$ cat config.mk
export PLATFORM = sky130hd
export DESIGN_NAME = rtc_alarm_unit
export DESIGN_NICKNAME = d
export VERILOG_FILES = /design/src/rtl/rtc_alarm_pkg.sv /design/src/rtl/rtc_alarm_store.sv /design/src/rtl/rtc_alarm_match.sv /design/src/rtl/rtc_alarm_flag.sv /design/src/rtl/rtc_alarm_unit.sv
export SDC_FILE = /design/constraint.sdc
export NUM_CORES = 1
export LEC_CHECK = 0
export BUFFER_PORTS_ARGS = -buffer_cell sky130_fd_sc_hd__buf_2
export CORE_ASPECT_RATIO = 1.5
export CORE_MARGIN = 4
export CORE_UTILIZATION = 41
export DETAILED_ROUTE_END_ITERATION = 6
export PLACE_DENSITY = 0.88
export SYNTH_ARGS = -nofsm -noshare
export SYNTH_HDL_FRONTEND = slang
export SYNTH_SLANG_ARGS = --single-unit
$ cat constraint.sdc
create_clock -name clk -period 1.3 [get_ports clk]
set_input_delay 0.13 -clock clk [delete_from_list [all_inputs] [get_ports clk]]
set_output_delay 0.13 -clock clk [all_outputs]
set_load 0.05 [all_outputs]
$ cat src/rtl/rtc_alarm_pkg.sv
package rtc_alarm_pkg;
  localparam int unsigned DEF_SEC_W = 32;

  typedef enum logic [1:0] {
    FLAG_HOLD  = 2'd0,
    FLAG_SET   = 2'd1,
    FLAG_CLEAR = 2'd2
  } flag_op_e;

  // A write beats a match; a match beats holding.
  function automatic flag_op_e pick_op(input logic wr, input logic hit);
    if (wr)       return FLAG_CLEAR;
    else if (hit) return FLAG_SET;
    else          return FLAG_HOLD;
  endfunction
endpackage

$ cat src/rtl/rtc_alarm_store.sv
module rtc_alarm_store #(
  parameter int unsigned SEC_W = rtc_alarm_pkg::DEF_SEC_W
) (
  input  logic             clk,
  input  logic             rst,
  input  logic             wr_i,
  input  logic [SEC_W-1:0] wdata_i,
  output logic [SEC_W-1:0] value_o
);
  logic [SEC_W-1:0] value_q;

  always_ff @(posedge clk) begin
    if (rst)       value_q <= '0;
    else if (wr_i) value_q <= wdata_i;
  end

  assign value_o = value_q;

  AST_WR_LOADS: assert property (@(posedge clk) disable iff (rst)
    wr_i |=> (value_o == $past(wdata_i)));
  AST_NO_WR_HOLDS: assert property (@(posedge clk) disable iff (rst)
    !wr_i |=> $stable(value_o));
endmodule

$ cat src/rtl/rtc_alarm_match.sv
module rtc_alarm_match #(
  parameter int unsigned SEC_W = rtc_alarm_pkg::DEF_SEC_W
) (
  input  logic             tick_i,
  input  logic [SEC_W-1:0] sec_i,
  input  logic [SEC_W-1:0] target_i,
  output logic             hit_o
);
  localparam int unsigned LANES = (SEC_W + 7) / 8;
  localparam int unsigned PAD_W = LANES * 8;

  logic [PAD_W-1:0] sec_pad, tgt_pad;
  logic [LANES-1:0] lane_eq;

  assign sec_pad = PAD_W'(sec_i);
  assign tgt_pad = PAD_W'(target_i);

  // Byte-wise equality, then a reduction across lanes.
  for (genvar g = 0; g < LANES; g++) begin : g_lane
    assign lane_eq[g] = (sec_pad[g*8 +: 8] == tgt_pad[g*8 +: 8]);
  end

  assign hit_o = tick_i & (&lane_eq);
endmodule

$ cat src/rtl/rtc_alarm_flag.sv
module rtc_alarm_flag
  import rtc_alarm_pkg::*;
(
  input  logic clk,
  input  logic rst,
  input  logic wr_i,
  input  logic hit_i,
  input  logic en_i,
  output logic flag_o,
  output logic irq_o
);
  flag_op_e op;
  logic     flag_q, flag_d, irq_q;

  assign op = pick_op(wr_i, hit_i);

  always_comb begin
    unique case (op)
      FLAG_CLEAR: flag_d = 1'b0;
      FLAG_SET:   flag_d = 1'b1;
      default:    flag_d = flag_q;
    endcase
  end

  always_ff @(posedge clk) begin
    if (rst) begin
      flag_q <= 1'b0;
      irq_q  <= 1'b0;
    end else begin
      flag_q <= flag_d;
      irq_q  <= flag_d & en_i;
    end
  end

  assign flag_o = flag_q;
  assign irq_o  = irq_q;

  AST_WR_CLEARS: assert property (@(posedge clk) disable iff (rst)
    wr_i |=> !flag_o);
  AST_HIT_SETS: assert property (@(posedge clk) disable iff (rst)
    (hit_i && !wr_i) |=> flag_o);
  AST_NO_SPURIOUS: assert property (@(posedge clk) disable iff (rst)
    (!flag_o && !hit_i) |=> !flag_o);
  AST_STICKY: assert property (@(posedge clk) disable iff (rst)
    (flag_o && !wr_i) |=> flag_o);
  AST_IRQ_MASKED: assert property (@(posedge clk) disable iff (rst)
    !en_i |=> !irq_o);
  AST_IRQ_NEEDS_FLAG: assert property (@(posedge clk) disable iff (rst)
    irq_o |-> flag_o);
endmodule

$ cat src/rtl/rtc_alarm_unit.sv
module rtc_alarm_unit #(
  parameter int unsigned SEC_W = rtc_alarm_pkg::DEF_SEC_W
) (
  input  logic             clk,
  input  logic             rst,
  input  logic [SEC_W-1:0] sec_i,
  input  logic             tick_i,
  input  logic             alarm_wr_i,
  input  logic [SEC_W-1:0] alarm_wdata_i,
  input  logic             irq_en_i,
  output logic [SEC_W-1:0] alarm_o,
  output logic             flag_o,
  output logic             irq_o
);
  logic [SEC_W-1:0] target;
  logic             hit;

  rtc_alarm_store #(.SEC_W(SEC_W)) u_store (
    .clk     (clk),
    .rst     (rst),
    .wr_i    (alarm_wr_i),
    .wdata_i (alarm_wdata_i),
    .value_o (target)
  );

  rtc_alarm_match #(.SEC_W(SEC_W)) u_match (
    .tick_i   (tick_i),
    .sec_i    (sec_i),
    .target_i (target),
    .hit_o    (hit)
  );

  rtc_alarm_flag u_flag (
    .clk    (clk),
    .rst    (rst),
    .wr_i   (alarm_wr_i),
    .hit_i  (hit),
    .en_i   (irq_en_i),
    .flag_o (flag_o),
    .irq_o  (irq_o)
  );

  assign alarm_o = target;

  AST_TICK_ONLY: assert property (@(posedge clk) disable iff (rst)
    (!tick_i && !flag_o) |=> !flag_o);
  AST_COLLIDE: assert property (@(posedge clk) disable iff (rst)
    (alarm_wr_i && tick_i && sec_i == alarm_o) |=> !flag_o);
endmodule

==> Word-level counts from Yosys, hierarchy flattened <==
Index checks and enable logic that the tools add are counted.
{ "totals": {"out_inout_bits": 34, "register_bits": 34, "mem_bits_ro": 0, "wordCells": 15, "latchBits": 0, "ramBits": 0, "mem_count": 0} }
{ "op_classes": {"n_reduce_logical": 1, "div_mod_pow": 0, "n_addsub": 0, "eq_ne": 6, "bitwise": 2, "mul": 0, "n_lt_le_gt_ge": 0, "shifts": 0, "n_mux": 3} }
{ "op_table": {"columns": ["operator", "n"], "rows": [
  ["equality test 8 bit", 4],
  ["AND reduction 4 bit", 1],
  ["bitwise AND 1 bit", 2],
  ["equality test 2 x 1 -> 1 bit, second input constant", 1],
  ["equality test 2 bit, second input constant", 1],
  ["two-way mux 2 bit", 1],
  ["case mux 1 bit (2 select lines)", 1],
  ["two-way mux 1 bit", 1]
]} }

==> Logic depth before layout (Yosys ltp) <==
Gate-level depths: netlist (run 1).
{ "logic_depth": {"word_depth": 8, "mapped_depth": 6, "mapped_depth_nobuf": 5} }

==> Hierarchy <==
Synthesis (run 1) repeated with hierarchy kept, for this count alone.
{ "hier_totals": {"cells_unflattened": 152, "hier_area_um2": 1582.8} }
{ "by_module_without_submodules": {"columns": ["module", "area_each_um2", "cells_per_inst", "n_inst", "seq_area_each_um2"], "rows": [
  ["rtc_alarm_store", 1163.6, 103, 1, 640.6],
  ["rtc_alarm_match", 355.3, 44, 1, 0.0],
  ["rtc_alarm_flag", 63.8, 5, 1, 40.0]
]} }

==> Worst setup path after synthesis (run 1) <==
Ideal clock, no wire load.
{ "synth_path": {"path_kind": "reg2reg", "startpoint": "register u_store.value_q[13], in the netlist u_store.value_o[13]", "endpoint": "register u_flag.irq_q, in the netlist u_flag.irq_o", "stages_incl_launch_ff": 6, "period_less_slack_ns": 1.496, "arrival_ns": 1.426, "slack_ns": -0.196, "setup_ns": 0.070, "cell_sequence": "dfxtp_1 -> xnor2_1 -> nand4_1 -> nor4_1 -> nand4_1 -> a21boi_1"} }
{ "synth_via": {"elab_chain_len": 8, "elab_cells_between_ends": 9, "classes_between": "eq/ne (3); mux (3); bitwise (2); reduce/logical (1)"} }
{ "synth_lines": {"columns": ["item", "line_no", "text"], "rows": [
  ["start: declaration", "rtc_alarm_store.sv:10", "logic [SEC_W-1:0] value_q;"],
  ["start signal: assignment", "rtc_alarm_store.sv:14", "else if (wr_i) value_q <= wdata_i;"],
  ["equality test 8 bit (*)", "rtc_alarm_match.sv:20", "assign lane_eq[g] = (sec_pad[g*8 +: 8] == tgt_pad[g*8 +: 8]);"],
  ["AND reduction 4 bit (*)", "rtc_alarm_match.sv:23", "assign hit_o = tick_i & (&lane_eq);"],
  ["bitwise AND 1 bit (*)", "rtc_alarm_match.sv:23", null],
  ["two-way mux 1 bit (*)", "rtc_alarm_pkg.sv:13", "else if (hit) return FLAG_SET;"],
  ["two-way mux 2 bit (*)", "rtc_alarm_pkg.sv:12", "if (wr) return FLAG_CLEAR;"],
  ["equality test 2 x 1 -> 1 bit / equality test 2 bit (equally long branches)", "rtc_alarm_flag.sv:18", "unique case (op)"],
  ["case mux 1 bit (2 select lines) (*)", "rtc_alarm_flag.sv:18", null],
  ["bitwise AND 1 bit (*)", "rtc_alarm_flag.sv:31", "irq_q <= flag_d & en_i;"],
  ["end signal: assignment", "rtc_alarm_flag.sv:31", null],
  ["end: declaration", "rtc_alarm_flag.sv:13", "logic flag_q, flag_d, irq_q;"]
]} }
Every way passes the cells marked *; elsewhere a longest branch is shown, timed or not.
A chain may end at the register's enable or synchronous reset.

==> Worst setup path after layout (run 1) <==
{ "layout_path": {"startpoint": "register u_store.value_q[4], in the netlist u_store.value_o[4]", "endpoint": "register u_flag.irq_q, in the netlist u_flag.irq_o"} }
Same word-level chain as after synthesis.

==> flow_metrics.env, run 1 <==
export IMPL_synth_nets=223
export IMPL_layout_commonest_cell="buf_2"
export IMPL_violations="negative setup slack"
export IMPL_hold_viol=0
export IMPL_grt_start_max_net_pins=33
export IMPL_drtIter0Drc=30
export IMPL_cts_tree="built"
export IMPL_port_buffer_count=102
export IMPL_slowest_stage="dfxtp_4"
export IMPL_max_slew_margin_pct=77.4
export IMPL_critical_path_top_delay_family="simple AND/OR/NAND/NOR gates"
export IMPL_synth_seq_cells=34
export IMPL_clkTransAtPathRegs_ns=0.07
export IMPL_fin_crit_ns=1.31
export IMPL_end_kind="flop"
export IMPL_gr_total_overflow=0
export IMPL_die_w_um=58.1
export IMPL_syn_inst=154
export IMPL_place_gp_congestion=0.790
export IMPL_worst_path_largest_cell_delay_ns=0.35
export IMPL_die_h_um=83.1
export IMPL_clock_latency_ns=0.28
export IMPL_start_util_pct=42.2
export IMPL_drv_cap=0
export IMPL_num_rows=27
export IMPL_syn2layout_area_growth_pct=51.7
export IMPL_h_tree_depth=2
export IMPL_routed_wl_mm=4.52
export IMPL_drtPass1Iterations=4
export IMPL_fin_setup_tns_ns=-0.00524
export IMPL_route_detailed_drc=0
export IMPL_postSynthAreaPerCell_sq_um=10.0
export IMPL_core_region_area_sq_um=3650
export IMPL_power_density_nw_per_um2=1110
export IMPL_diodes=0
export IMPL_p_leak_nw=1.21
export IMPL_hold_path_class="input port to flop"
export IMPL_pin_count=103
export IMPL_vias=1513
export IMPL_synth_cell_types=15
export IMPL_critPathLaunch="u_store.value_o[4]"
export IMPL_skew_ns=0.00578
export IMPL_grt_pass1_vias=1624
export IMPL_finalMaxSlewViolations=0
export IMPL_fp_dieArea_sq_um=4820
export IMPL_clk_path_buf_depth=2
export IMPL_crit_top_cell="nand4_1"
export IMPL_cts_hold_fix_buffers=0
export IMPL_wire_per_inst_um=14.7
export IMPL_rsz0062_at_grt="yes"
export IMPL_viasPerCell=4.91
export IMPL_ys_seq_area_share_pct=44.2
export IMPL_final_cell_mix="102 x buf_2, 32 x mux2i_1, 32 x nor2_1, 27 x dfxtp_2, 19 x xnor2_1"
export IMPL_rr_startpoint="u_store.value_o[4]"
export IMPL_max_freq_mhz=766
export IMPL_fin_ws_ns=-0.00524
export IMPL_min_from="alarm_wdata_i[9]"
export IMPL_critical_path_class="flop to flop"
export IMPL_root_buffer="clkbuf_8"
export IMPL_grt_pass1_wl_mm=7.17
export IMPL_post_route_period_util_pct=100
export IMPL_grt_util_all_layers_pct=19.2
export IMPL_antenna_found_initial=0
export IMPL_utilization_pct=64.1
export IMPL_drive_above_1_share_pct=59.6
export IMPL_synth_warnings=0
export IMPL_critPathLaunchType="flop"
export IMPL_setup_viol=1
export IMPL_cts_buffers=5
export IMPL_worst_ep_required_time_ns=1.51
export IMPL_crit_buf_inv=0
export IMPL_cts_sinks=34
export IMPL_ant_nets=0
export IMPL_syn_area_sq_um=1540
export IMPL_path_max_fanout=2
export IMPL_ir_drop_uv=811
export IMPL_crit_path_cell_trace="xnor2_2 -> nand4_1 -> nor4_2 -> nand4_1 -> a21boi_1"
export IMPL_status="finished with violations"
export IMPL_tightest_slew_ns=0.338
export IMPL_cp_arrival_ns=1.52
export IMPL_nNetsFinal=333
export IMPL_hpwl_mm=3.44
-- stage by stage --
stage | hold WS [ns] | worst slack, ns | instance area (sq um) | instances | power, mW
floorplan | 0.276 | 0.0149 | 1590 | 154 | 1.60
global placement | 0.360 | -0.124 | 2170 | 297 | 1.80
detailed placement | 0.373 | -0.159 | 2170 | 297 | 1.82
CTS | 0.0752 | -0.0257 | 2330 | 308 | 2.63
global route | 0.0883 | -0.131 | 2340 | 308 | 2.73
finish | 0.0854 | -0.00524 | 2340 | 308 | 2.60
-- state kept, by name, summed over array words and instances, names as in the netlist --
| name | count |
|---|---|
| u_store.value_o | 32 |
| u_flag.flag_o | 1 |
| u_flag.irq_o | 1 |
-- metal layers --
layer | global-route usage (%) | share of wire, % | vias up
met3 | 5.13 | 6.8 | 12
met1 | 18.6 | 33 | 710
met5 | 0 | 0 | -
li1 | - | - | 732
met2 | 35.9 | 58 | 59
met4 | 9.07 | 2.6 | 0
-- synth_stat cells (all sizes together) --
| library cell | instances | area share (%) |
|---|---|---|
| a21boi | 1 | 0.49 |
| buf | 5 | 2.0 |
| clkbuf | 3 | 0.73 |
| dfxtp | 34 | 44 |
| mux2i | 32 | 21 |
| nand2 | 2 | 0.49 |
| nand3 | 2 | 0.65 |
| nand4 | 6 | 2.4 |
| nor2 | 33 | 8.5 |
| nor3 | 1 | 0.32 |
| nor4 | 3 | 1.2 |
| xnor2 | 24 | 14 |
| xor2 | 8 | 4.5 |
-- logic make-up after synthesis --
kind of cell | share of synthesized area, %
muxes | 20.8
DFF | 44.2
and+or+nand+nor | 13.6
buffers and inverters | 2.76
AOI/OAI and AO/OA | 0.487
xor gates and xnor gates | 18.2
-- path summary, 6_finish.rpt --
| path | end | slack [ns] | depth (start not counted) |
|---|---|---|---|
| worst max-delay path | u_flag.irq_o | -0.005 | 5 |
| worst min-delay path | u_store.value_o[9] | 0.09 | 3 |
| worst max register to register | u_flag.irq_o | -0.005 | 5 |
| worst min register to register | u_flag.flag_o | 0.50 | 2 |
-- cell type report --
| type | count | area [sq um] |
|---|---|---|
| Fill cell | 323 | 1310 |
| Multi-Input combinational cell | 112 | 873 |
| Clock buffer | 7 | 86.3 |
| Sequential cell | 34 | 729 |
| Timing Repair Buffer | 111 | 591 |
| Clock inverter | 1 | 5.00 |
| Tap cell | 43 | 53.8 |
-- tightest hold or removal path, stage by stage --
cell,delay (ns)
buf_2,0.07
mux2i_1,0.05
nor2_1,0.07
-- report_power, final --
part	internal, mW	switching [mW]	leakage [nW]
clock network	0.427	0.352	0.0482
registers	1.11	0.0543	0.292
logic	0.269	0.393	0.868
total	1.80	0.799	1.21
-- repair_timing --
item | CTS | global route
resized for setup | 7 | 2
endpoints found under the setup margin | 2 | 2
pin swaps | 13 | 1
buffers inserted | 3 | 0
(Power assumes the default switching activity.)
==> run 2: changes to the inputs <==
Settings changed: ABC_AREA set to 1, CORE_UTILIZATION 41 to 43, PLACE_DENSITY 0.88 to 0.89.
==> run 2 against run 1 <==
Net effect:
- the flow now finishes without violations
- area after synthesis rose by 8.3%
- flip-flop and latch count did not move
- combinational power rose by 7.3%
- core utilization fell by 0.054 points
- worst setup slack improved by 0.12 ns
- critical path depth rose by 5
- critical path type unchanged
- clock power fell by 3.0%
==> flow_metrics.env, run 2 <==
export IMPL_clk_path_buf_depth=2
export IMPL_h_tree_depth=2
export IMPL_gr_total_overflow=0
export IMPL_crit_top_cell="nand2_1"
export IMPL_synth_nets=325
export IMPL_grt_start_max_net_pins=32
export IMPL_num_rows=27
export IMPL_finalMaxSlewViolations=0
export IMPL_drive_above_1_share_pct=42.5
export IMPL_cts_buffers=5
export IMPL_utilization_pct=64.0
export IMPL_largest_reg_flops=32
export IMPL_cp_arrival_ns=1.37
export IMPL_port_buffer_count=102
export IMPL_route_detailed_drc=0
export IMPL_root_buffer="clkbuf_8"
export IMPL_cts_sinks=34
export IMPL_power_density_nw_per_um2=1110
export IMPL_synth_top_area_cell="dfxtp_1"
export IMPL_postSynthAreaPerCell_sq_um=6.52
export IMPL_die_w_um=58.9
export IMPL_cts_tree="built"
export IMPL_status="complete, no violations"
export IMPL_max_slew_margin_pct=82.2
export IMPL_tightest_slew_ns=0.267
export IMPL_synth_warnings=0
export IMPL_vias=1901
export IMPL_yosysMostFrequentCell="nand2_1"
export IMPL_ir_drop_uv=1000
export IMPL_antenna_found_initial=0
export IMPL_grt_util_all_layers_pct=20.3
export IMPL_start_util_pct=44.9
export IMPL_post_route_period_util_pct=90.8
export IMPL_die_h_um=84.3
export IMPL_synth_edf_count=0
export IMPL_syn2layout_area_growth_pct=42.6
export IMPL_p_leak_nw=1.29
export IMPL_crit_path_cell_trace="inv_1 -> or2_2 -> nand3_1 -> nor2_1 -> nand2_1 -> nor2_1 -> nand2_1 -> nand2_1 -> nand2_2 -> inv_1"
export IMPL_pin_count=103
export IMPL_wire_per_inst_um=12.1
export IMPL_min_path_cells=3
export IMPL_ant_nets=0
export IMPL_synth_cell_types=14
export IMPL_diodes=0
export IMPL_end_kind="flop"
export IMPL_slowest_stage="dfxtp_4"
export IMPL_drtIter0Drc=63
export IMPL_nNetsFinal=430
export IMPL_critical_path_class="flop to flop"
export IMPL_hold_ws_ns=0.0607
export IMPL_skew_ns=0.00456
export IMPL_grt_pass1_wl_mm=7.87
export IMPL_fill_cells=364
export IMPL_hpwl_mm=4.00
export IMPL_worst_path_largest_cell_delay_ns=0.34
export IMPL_synth_area_top_cells="dfxtp_1 41%, nand2_1 11%, o21ai_0 10%, nor2_1 9.9%, inv_1 9.2%"
export IMPL_critPathLaunchType="flop"
export IMPL_place_gp_congestion=0.814
export IMPL_grt_pass1_vias=1902
export IMPL_synth_flop_cell="dfxtp_1"
export IMPL_core_region_area_sq_um=3720
export IMPL_setup_viol=0
export IMPL_routed_wl_mm=4.90
export IMPL_synth_commonest_cells="48 x nand2_1, 44 x nor2_1, 41 x inv_1, 34 x dfxtp_1, 34 x o21ai_0"
export IMPL_syn_inst=256
export IMPL_final_cell_mix="102 x buf_2, 48 x nand2_1, 44 x nor2_1, 40 x inv_1, 34 x o21ai_0"
export IMPL_fp_dieArea_sq_um=4960
export IMPL_p_total_mw=2.64
export IMPL_worst_ep_required_time_ns=1.49
export IMPL_path_max_fanout=3
export IMPL_hold_viol=0
export IMPL_max_freq_mhz=847
export IMPL_clock_latency_ns=0.29
export IMPL_fin_crit_ns=1.18
export IMPL_rsz0062_at_grt="yes"
export IMPL_postCtsSetupBuffers=0
export IMPL_synth_seq_cells=34
export IMPL_dp_cells=397
export IMPL_clkTransAtPathRegs_ns=0.07
export IMPL_reg2regPathDepth=10
export IMPL_syn_area_sq_um=1670
export IMPL_layout_commonest_cell="buf_2"
export IMPL_fin_setup_tns_ns=0
export IMPL_hold_path_class="input port to flop"
export IMPL_synth_top_area_share_pct=40.8
export IMPL_viasPerCell=4.69
export IMPL_fin_cells=405
export IMPL_drv_cap=0
export IMPL_drtPass1Iterations=4
export IMPL_async_flop_share_pct=0
export IMPL_ys_seq_area_share_pct=40.8
run 2: cell count changes after synthesis, moves of 7 or more:
cell     before  now
nand2_1       2   48
inv_1         0   41
o21ai_0       0   34
mux2i_1      32    0
a21oi_1       0   18
xnor2_1      24   10
nor2_1       32   44
xor2_1        8    1
run 2: critical path: cells and delay by family, from the launching register on:
family	cells	cell delay, ns
simple gates	8	0.65
buf+inv	2	0.09
flops	1	0.34
run 2: metal layers:
metal	global-route usage [%]	wire length, um	vias to the layer above
li1	-	-	999
met1	20.3	1790	826
met2	35.3	2560	64
met3	7.69	414	12
met4	10.5	139	0
met5	0	0	-
run 2: power breakdown:
group | switching (mW) | internal (mW) | total, mW
logic | 0.471 | 0.238 | 0.709
registers | 0.0515 | 1.12 | 1.17
clock network | 0.389 | 0.366 | 0.755
run 2: repair_timing:
item / 4_1_cts / 5_1_grt
hold buffers: 0 / 0
setup endpoints to repair: 0 / 2
gates resized for setup: 0 / 3
run 2: final timing paths:
path | slack, ns | start | endpoint
setup / recovery | 0.12 | u_store.value_o[19] | u_flag.flag_o
hold / removal | 0.06 | alarm_wdata_i[8] | u_store.value_o[8]
setup reg to reg | 0.12 | u_store.value_o[19] | u_flag.flag_o
hold reg to reg | 0.46 | u_store.value_o[21] | u_store.value_o[21]
run 2: through the flow:
step	cell area, sq um	setup WS [ns]
6_report	2380	0.119
5_1_grt	2380	-0.000119
4_1_cts	2370	0.116
3_5_place_dp	2280	0.135
3_3_place_gp	2280	0.142
2_1_floorplan	1710	0.00214
run 2: area by class of cell:
class | count | area (sq um) | share of cell area (%)
clock buffers | 5 | 68.8 | 2.89
clock inverters | 3 | 16.3 | 0.683
inverters | 41 | 154 | 6.47
multi-input cells | 172 | 813 | 34.2
flip-flops and latches | 34 | 726 | 30.5
well taps | 43 | 53.8 | 2.26
repair buffers | 107 | 548 | 23.0
run 2: logic make-up after synthesis:
| kind of cell | synth area share, % |
|---|---|
| buffers and inverters | 11.2 |
| flip-flops | 40.8 |
| AND/OR/NAND/NOR | 26.6 |
| AO/OA/AOI/OAI | 15.6 |
| XOR/XNOR | 5.77 |
